$ cat src/rtl/sched_pkg.sv
package sched_pkg;

  // Rotating index helper: base in [0,n), step in [1,n]
  function automatic int wrap_add(input int base, input int step, input int n);
    int s;
    s = base + step;
    if (s >= n) s = s - n;
    return s;
  endfunction

endpackage

$ cat src/rtl/sched_slots.sv
module sched_slots #(
  parameter int NW    = 24,
  parameter int RW    = 4,
  parameter int OPW   = 8,
  parameter int AGE_W = 4,
  localparam int WW   = $clog2(NW)
) (
  input  logic                     clk,
  input  logic                     rst_n,
  input  logic                     fetch_valid,
  input  logic [WW-1:0]            fetch_warp,
  input  logic [OPW-1:0]           fetch_op,
  input  logic [RW-1:0]            fetch_dst,
  input  logic [RW-1:0]            fetch_src0,
  input  logic                     fetch_src0_en,
  input  logic [RW-1:0]            fetch_src1,
  input  logic                     fetch_src1_en,
  input  logic                     fetch_long,
  output logic                     fetch_accept,
  input  logic                     issue_fire,
  input  logic [WW-1:0]            issue_warp,
  output logic [NW-1:0]            vld,
  output logic [NW-1:0][OPW-1:0]   op,
  output logic [NW-1:0][RW-1:0]    dst,
  output logic [NW-1:0][RW-1:0]    src0,
  output logic [NW-1:0]            src0_en,
  output logic [NW-1:0][RW-1:0]    src1,
  output logic [NW-1:0]            src1_en,
  output logic [NW-1:0]            lng,
  output logic [NW-1:0][AGE_W-1:0] age
);

  localparam logic [AGE_W-1:0] AGE_MAX = '1;

  logic [NW-1:0]            vld_q, vld_d, load;
  logic [NW-1:0][AGE_W-1:0] age_q, age_d;

  // Next state: occupancy and wait age
  always_comb begin
    fetch_accept = fetch_valid && (int'(fetch_warp) < NW) && !vld_q[fetch_warp];
    for (int w = 0; w < NW; w++) begin
      load[w]  = fetch_accept && (int'(fetch_warp) == w);
      vld_d[w] = vld_q[w];
      age_d[w] = age_q[w];
      if (issue_fire && (int'(issue_warp) == w)) begin
        vld_d[w] = 1'b0;
        age_d[w] = '0;
      end else if (vld_q[w] && (age_q[w] != AGE_MAX)) begin
        age_d[w] = age_q[w] + 1'b1;
      end
      if (load[w]) begin
        vld_d[w] = 1'b1;
        age_d[w] = '0;
      end
    end
  end

  always_ff @(posedge clk or negedge rst_n) begin
    if (!rst_n) begin
      vld_q <= '0;
      age_q <= '0;
    end else begin
      vld_q <= vld_d;
      age_q <= age_d;
    end
  end

  // Payload storage, one enabled register set per slot
  for (genvar g = 0; g < NW; g++) begin : g_slot
    always_ff @(posedge clk) begin
      if (load[g]) begin
        op[g]      <= fetch_op;
        dst[g]     <= fetch_dst;
        src0[g]    <= fetch_src0;
        src0_en[g] <= fetch_src0_en;
        src1[g]    <= fetch_src1;
        src1_en[g] <= fetch_src1_en;
        lng[g]     <= fetch_long;
      end
    end
  end

  assign vld = vld_q;
  assign age = age_q;

  // an accepted fetch occupies its slot on the next cycle
  p_fill_r2: assert property (@(posedge clk) disable iff (!rst_n)
    fetch_accept |=> vld_q[$past(fetch_warp)]);

  // an issued slot is released
  p_issue_frees_r10: assert property (@(posedge clk) disable iff (!rst_n)
    issue_fire |=> !vld_q[$past(issue_warp)]);

  // issue only from an occupied slot
  p_issue_from_slot_r10: assert property (@(posedge clk) disable iff (!rst_n)
    issue_fire |-> vld_q[issue_warp]);

endmodule

$ cat src/rtl/sched_scoreboard.sv
module sched_scoreboard #(
  parameter int NW  = 24,
  parameter int NR  = 16,
  parameter int LAT = 4,
  localparam int WW = $clog2(NW),
  localparam int RW = $clog2(NR)
) (
  input  logic                  clk,
  input  logic                  rst_n,
  input  logic                  issue_fire,
  input  logic [WW-1:0]         issue_warp,
  input  logic [RW-1:0]         issue_dst,
  input  logic                  issue_long,
  input  logic                  wb_valid,
  input  logic [WW-1:0]         wb_warp,
  input  logic [RW-1:0]         wb_reg,
  output logic [NW-1:0][NR-1:0] pend_eff
);

  logic [NW-1:0][NR-1:0] pend_q, pend_d, clr;
  logic [LAT-1:0]          pv_q, pv_d;
  logic [LAT-1:0][WW-1:0]  pw_q, pw_d;
  logic [LAT-1:0][RW-1:0]  pr_q, pr_d;

  // Clears this cycle: external writeback and matured short results
  always_comb begin
    clr = '0;
    if (wb_valid) clr[wb_warp][wb_reg] = 1'b1;
    if (pv_q[LAT-1]) clr[pw_q[LAT-1]][pr_q[LAT-1]] = 1'b1;
    pend_eff = pend_q & ~clr;
    pend_d   = pend_eff;
    if (issue_fire) pend_d[issue_warp][issue_dst] = 1'b1;
  end

  // Fixed-latency tracker for short results
  always_comb begin
    pv_d[0] = issue_fire && !issue_long;
    pw_d[0] = issue_warp;
    pr_d[0] = issue_dst;
    for (int s = 1; s < LAT; s++) begin
      pv_d[s] = pv_q[s-1];
      pw_d[s] = pw_q[s-1];
      pr_d[s] = pr_q[s-1];
    end
  end

  always_ff @(posedge clk or negedge rst_n) begin
    if (!rst_n) begin
      pend_q <= '0;
      pv_q   <= '0;
    end else begin
      pend_q <= pend_d;
      pv_q   <= pv_d;
    end
  end

  always_ff @(posedge clk) begin
    pw_q <= pw_d;
    pr_q <= pr_d;
  end

  // issue marks the destination pending
  p_set_pending_r5: assert property (@(posedge clk) disable iff (!rst_n)
    issue_fire |=> pend_q[$past(issue_warp)][$past(issue_dst)]);

  // a writeback releases its register unless re-claimed the same cycle
  p_wb_clears_r6: assert property (@(posedge clk) disable iff (!rst_n)
    (wb_valid && !(issue_fire && issue_warp == wb_warp && issue_dst == wb_reg))
      |=> !pend_q[$past(wb_warp)][$past(wb_reg)]);

endmodule

$ cat src/rtl/sched_arbiter.sv
module sched_arbiter #(
  parameter int NW    = 24,
  parameter int AGE_W = 4,
  localparam int WW   = $clog2(NW)
) (
  input  logic [NW-1:0]            elig,
  input  logic [NW-1:0][AGE_W-1:0] age,
  input  logic [WW-1:0]            last,
  output logic                     grant_valid,
  output logic [WW-1:0]            grant_warp
);

  logic [AGE_W-1:0] best_age;

  // Scan in rotating order; a strictly older candidate replaces the pick
  always_comb begin
    grant_valid = 1'b0;
    grant_warp  = '0;
    best_age    = '0;
    for (int k = 1; k <= NW; k++) begin
      if (elig[sched_pkg::wrap_add(int'(last), k, NW)] &&
          (!grant_valid || age[sched_pkg::wrap_add(int'(last), k, NW)] > best_age)) begin
        grant_valid = 1'b1;
        grant_warp  = WW'(sched_pkg::wrap_add(int'(last), k, NW));
        best_age    = age[sched_pkg::wrap_add(int'(last), k, NW)];
      end
    end
  end

endmodule

$ cat src/rtl/warp_issue_sched.sv
module warp_issue_sched #(
  parameter int NUM_WARPS    = 24,
  parameter int NUM_REGS     = 16,
  parameter int OP_W         = 8,
  parameter int ISSUE_CYCLES = 4,
  parameter int SHORT_LAT    = 4,
  parameter int AGE_W        = 4,
  localparam int WID_W       = $clog2(NUM_WARPS),
  localparam int REG_W       = $clog2(NUM_REGS)
) (
  input  logic             clk,
  input  logic             rst_n,
  input  logic             fetch_valid,
  input  logic [WID_W-1:0] fetch_warp,
  input  logic [OP_W-1:0]  fetch_op,
  input  logic [REG_W-1:0] fetch_dst,
  input  logic [REG_W-1:0] fetch_src0,
  input  logic             fetch_src0_en,
  input  logic [REG_W-1:0] fetch_src1,
  input  logic             fetch_src1_en,
  input  logic             fetch_long,
  output logic             fetch_accept,
  input  logic             wb_valid,
  input  logic [WID_W-1:0] wb_warp,
  input  logic [REG_W-1:0] wb_reg,
  output logic             issue_valid,
  output logic [WID_W-1:0] issue_warp,
  output logic [OP_W-1:0]  issue_op,
  output logic [REG_W-1:0] issue_dst,
  output logic [REG_W-1:0] issue_src0,
  output logic [REG_W-1:0] issue_src1,
  output logic             issue_long
);

  localparam int BUSY_W = $clog2(ISSUE_CYCLES + 1);

  logic [NUM_WARPS-1:0]                vld, s0en, s1en, lng, elig;
  logic [NUM_WARPS-1:0][OP_W-1:0]      op;
  logic [NUM_WARPS-1:0][REG_W-1:0]     dst, src0, src1;
  logic [NUM_WARPS-1:0][AGE_W-1:0]     age;
  logic [NUM_WARPS-1:0][NUM_REGS-1:0]  pend;
  logic                                grant_valid, issue_fire, port_free;
  logic [WID_W-1:0]                    grant_warp, last_q, last_d;
  logic [BUSY_W-1:0]                   busy_q, busy_d;

  sched_slots #(.NW(NUM_WARPS), .RW(REG_W), .OPW(OP_W), .AGE_W(AGE_W)) u_slots (
    .clk(clk), .rst_n(rst_n),
    .fetch_valid(fetch_valid), .fetch_warp(fetch_warp), .fetch_op(fetch_op),
    .fetch_dst(fetch_dst), .fetch_src0(fetch_src0), .fetch_src0_en(fetch_src0_en),
    .fetch_src1(fetch_src1), .fetch_src1_en(fetch_src1_en), .fetch_long(fetch_long),
    .fetch_accept(fetch_accept),
    .issue_fire(issue_fire), .issue_warp(grant_warp),
    .vld(vld), .op(op), .dst(dst), .src0(src0), .src0_en(s0en),
    .src1(src1), .src1_en(s1en), .lng(lng), .age(age)
  );

  sched_scoreboard #(.NW(NUM_WARPS), .NR(NUM_REGS), .LAT(SHORT_LAT)) u_sb (
    .clk(clk), .rst_n(rst_n),
    .issue_fire(issue_fire), .issue_warp(grant_warp),
    .issue_dst(dst[grant_warp]), .issue_long(lng[grant_warp]),
    .wb_valid(wb_valid), .wb_warp(wb_warp), .wb_reg(wb_reg),
    .pend_eff(pend)
  );

  // Per-warp readiness against its own pending table
  for (genvar g = 0; g < NUM_WARPS; g++) begin : g_ready
    assign elig[g] = vld[g] && !pend[g][dst[g]]
                     && !(s0en[g] && pend[g][src0[g]])
                     && !(s1en[g] && pend[g][src1[g]]);
  end

  sched_arbiter #(.NW(NUM_WARPS), .AGE_W(AGE_W)) u_arb (
    .elig(elig), .age(age), .last(last_q),
    .grant_valid(grant_valid), .grant_warp(grant_warp)
  );

  // Lane port occupancy and rotation point
  always_comb begin
    port_free  = (busy_q == '0);
    issue_fire = grant_valid && port_free;
    busy_d     = busy_q;
    last_d     = last_q;
    if (issue_fire) begin
      busy_d = BUSY_W'(ISSUE_CYCLES - 1);
      last_d = grant_warp;
    end else if (busy_q != '0) begin
      busy_d = busy_q - 1'b1;
    end
  end

  always_ff @(posedge clk or negedge rst_n) begin
    if (!rst_n) begin
      busy_q <= '0;
      last_q <= WID_W'(NUM_WARPS - 1);
    end else begin
      busy_q <= busy_d;
      last_q <= last_d;
    end
  end

  assign issue_valid = issue_fire;
  assign issue_warp  = grant_warp;
  assign issue_op    = op[grant_warp];
  assign issue_dst   = dst[grant_warp];
  assign issue_src0  = src0[grant_warp];
  assign issue_src1  = src1[grant_warp];
  assign issue_long  = lng[grant_warp];

  // no two issues in consecutive cycles
  p_issue_gap_r3: assert property (@(posedge clk) disable iff (!rst_n)
    issue_valid |=> !issue_valid);

  // the arbiter only grants a ready warp
  p_grant_ready_r8: assert property (@(posedge clk) disable iff (!rst_n)
    grant_valid |-> elig[grant_warp]);

endmodule

$ cat config.mk
export PLATFORM = sky130hd
export DESIGN_NAME = warp_issue_sched
export DESIGN_NICKNAME = d
export VERILOG_FILES = /design/src/rtl/sched_pkg.sv /design/src/rtl/sched_slots.sv /design/src/rtl/sched_scoreboard.sv /design/src/rtl/sched_arbiter.sv /design/src/rtl/warp_issue_sched.sv
export SDC_FILE = /design/constraint.sdc
export NUM_CORES = 2
export LEC_CHECK = 0
export BUFFER_PORTS_ARGS = -buffer_cell sky130_fd_sc_hd__buf_2
export CORE_AREA = 2 2 520 522
export DETAILED_ROUTE_END_ITERATION = 6
export DIE_AREA = 0 0 522 524
export PLACE_DENSITY_LB_ADDON = 0.12
export REMOVE_ABC_BUFFERS = 1
export SYNTH_ARGS = -nofsm -noshare
export SYNTH_HDL_FRONTEND = slang
export SYNTH_SLANG_ARGS = --single-unit
export TNS_END_PERCENT = 20
$ cat constraint.sdc
create_clock -name clk -period 85.9 [get_ports clk]
set_input_delay 17.18 -clock clk [delete_from_list [all_inputs] [get_ports clk]]
set_output_delay 17.18 -clock clk [all_outputs]
set_load 0.01 [all_outputs]
==> flow_summary_export.csv <==
group,metric,value,unit
drt,drt_iter0_markers,12922,
run_status,outcome,"complete, no violations",
floorplanning,dieArea,274000,um2
drt,dr_total_vias,85860,
floorplanning,rows,190,
drt,drt-total-wl,538,mm
clock_network,clockBufferDepth,4,
place,gp_congestion,1.08,
run,max-cap-violations,0,
critical_path,reg2reg_to,"u_sb.pend_q[100]",
drt,drt-wirelength-per-cell,44.0,um
synth,postSynthCellCount,8690,
final_layout,layout_common_cells,"nand2_1, edfxtp_1, nor2_1, dfrtp_1, nand3_1",
synth,async_flop_share,46.7,%
clock_network,cts.sinks,1104,
hold_path,min_from,"u_sb.pw_d[13]",
drt,ant_nets,0,
synth,avgSynthCellArea,9.22,um2
sta,layout_min_cycle_time,82.71,ns
clock_network,cts_hold_buf,0,
clock_network,cts-root-buf,"clkbuf_16",
synth,synth_area,80100,um2
final_layout,n_fill_cell,27499,
global_routing,antenna_found_initial,52,
clock_network,tritoncts,"done",
floorplanning,core,267000,um2
hold_path,hold_path_class,"flip-flop to flip-flop",
sta,hold_viol,0,
sta,rsz0062_at_grt,"false",
critical_path,critPathLaunchType,"primary input",
synth,ys.warnings.count,0,
sta,finalMaxSlewViolations,0,
final_layout,drive_gt1_share,15.1,%
global_routing,grt_pass1_wl,713,mm
global_routing,overflow,0,
critical_path,critPathSlowestCell,"o311a_1",
hold_path,whs_path_depth,0,
final_layout,nNetsFinal,8720,
critical_path,critPathKind,"primary input to output pin",
clock_network,numCtsBuffers,148,
critical_path,required,68.72,ns
drt,drt_pass1_iterations,7,
drt,viasPerCell,7.03,
floorplanning,die_y,524,um
hold_path,hold_end,"u_sb.pw_d[18]",
final_layout,final_common_cell,"nand2_1",
clock_network,cts_htree_levels,4,
critical_path,cp.arrival,65.53,ns
drt,drc,0,
synth,synth_edf_count,552,
critical_path,crit_top_cell,"o21ai_0",
synth,seq_area_frac_synth,37.7,%
global_routing,grtUsageTotal,37.7,%
place,numPortBuffers,68,
global_routing,grt_max_degree,144,
place,hpwl,379,mm
place,dp_slack,0.982,ns
sta,finalSetupViolCount,0,
global_routing,grt_pass1_vias,79807,
final_layout,syn_to_final_growth,12.4,%
sta,max_clock_freq,0.0121,GHz
sta,min_period_over_period,96.3,%
clock_network,worstSkewPairLatency,0.88,ns
synth,synth.distinct_cells,141,
clock_network,clk_pin_slew_worst_paths,0.06,ns
critical_path,r2r_cells,260,
sta,clock-skew-final,0.0740,ns
sta,relSlewSlack,2.13,%
critical_path,worstReg2RegStart,"u_sb.pv_q[3]",
floorplanning,die_w,522,um
synth,ys.flop_type,"edfxtp_1",
sta,tightestPinTransition,1.46,ns
floorplanning,pin_count,69,
floorplanning,initial_core_util,30.0,%
critical_path,rrSetupSlack,33.62,ns
critical_path,cp_max_fo,59,
critical_path,critPathMaxStageDelay,0.77,ns
sta,fin_setup_tns,0,ns
final_layout,multi_input_area,46300,um2
final_layout,seq_area,30200,um2
sta,final.setup.worst_slack,3.19,ns
critical_path,endpoint_kind,"output pin",
synth,ys_ff_latch,1104,
## synth_stat cells, drive strengths merged (39+ instances only)
cell	instances	area share, %
buf	391	2.7
xnor2	43	0.47
nand3	378	2.4
and2	57	0.44
a31o	39	0.43
o32ai	73	0.84
o211ai	134	1.3
edfxtp	552	21
mux4	123	3.5
a211oi	135	1.3
clkbuf	336	1.6
or3	60	0.47
a221oi	50	0.58
o221a	91	1.3
a311oi	72	0.82
a21o	112	1.0
or2	101	0.79
nand2	1083	5.1
a2111oi	65	0.82
o21bai	41	0.40
a21oi	282	1.8
ha	158	2.5
o221ai	141	1.6
nor3	210	1.3
nand4	126	1.0
mux2i	180	2.2
o31ai	214	2.0
o21ai	280	1.8
xor2	51	0.56
nand2b	113	0.89
nor4	212	1.8
a31oi	100	0.82
o2111ai	56	0.62
o41ai	244	3.1
inv	283	1.3
nor2	580	2.8
o22ai	141	1.1
o311ai	49	0.54
nor2b	102	0.80
and3	64	0.50
a41oi	39	0.45
dfrtp	512	16
## how the worst max path moves through the flow
stage	to	slack (ns)	from	depth (start not counted)
after floorplan	issue_dst[2]	2.53	wb_reg[0]	247
after global placement	issue_src1[2]	0.26	wb_reg[0]	259
after detailed placement	issue_src1[2]	0.98	wb_reg[1]	260
after CTS	issue_src1[2]	0.83	wb_reg[1]	260
after global routing	issue_src1[1]	0.10	wb_reg[2]	262
final	issue_src0[0]	3.19	wb_reg[0]	256
## area by class of cell
cell class | count | area share [%]
multi-input combinational | 6571 | 51.4
sequential | 1104 | 33.6
tap | 3552 | 4.94
clock buffer | 187 | 4.47
timing repair buffer | 407 | 3.57
inverter | 289 | 1.27
clock inverter | 70 | 0.747
antenna | 35 | 0.0973
## layer usage
metal / GRT usage [%] / wire (um) / share of wire [%] / vias to the layer above
li1: - / - / - / 33948
met1: 44.5 / 195000 / 36 / 42891
met2: 55.9 / 227000 / 42 / 7046
met3: 12.2 / 63700 / 12 / 1941
met4: 30.8 / 52200 / 9.7 / 34
met5: 0 / 258 / 0.048 / -
## cell families (layout without fill, tap and decap cells)
family,Yosys count,after routing,synth area share [%]
adders and majority gates,158,158,2.47
AOI/OAI and AO/OA,2746,2746,27.0
xor gates and xnor gates,94,94,1.03
other,0,35,0
buffers and inverters,1017,953,5.69
and+or+nand+nor,3233,3235,19.9
DFF,1104,1104,37.7
muxes,338,338,6.20
## critical path: cells and delay by family
kind                     cells  cell delay [ns]
AO/OA/AOI/OAI              125            24.92
AND/OR/NAND/NOR             79            11.64
adder cells (fa/ha/maj)     23             6.07
buffers and inverters       27             5.06
multiplexers                 2             0.38
## through the flow
step	utilization (%)	hold slack, ns	instances	area [um2]
finish	33.7	0.322	12215	90100
global route	33.6	0.327	12184	90000
CTS	33.3	0.323	12153	89100
detailed placement	31.6	0.312	11896	84400
global placement	31.6	0.311	11895	84400
floorplan	-	0.310	7962	76700
## state kept, by name, indices dropped and copies added, names as in the netlist
signal,count
busy_q,3
last_q,5
u_sb.pend_q,384
u_sb.pr_d,12
u_sb.pr_q,4
u_sb.pv_q,4
u_sb.pw_d,15
u_sb.pw_q,5
u_slots.age,96
u_slots.dst,96
u_slots.lng,24
u_slots.op,192
u_slots.src0,96
u_slots.src0_en,24
u_slots.src1,96
u_slots.src1_en,24
u_slots.vld,24
## what timing repair did
| item | in CTS | in global routing |
|---|---|---|
| buffers inserted | 0 | 20 |
| resized for setup | 0 | 103 |
| endpoints found under the hold margin | 0 | 0 |
| endpoints found under the setup margin | 0 | 26 |
Power is not shown: default switching activity piles up to over one toggle a cycle in this logic, so the estimate is an artifact.
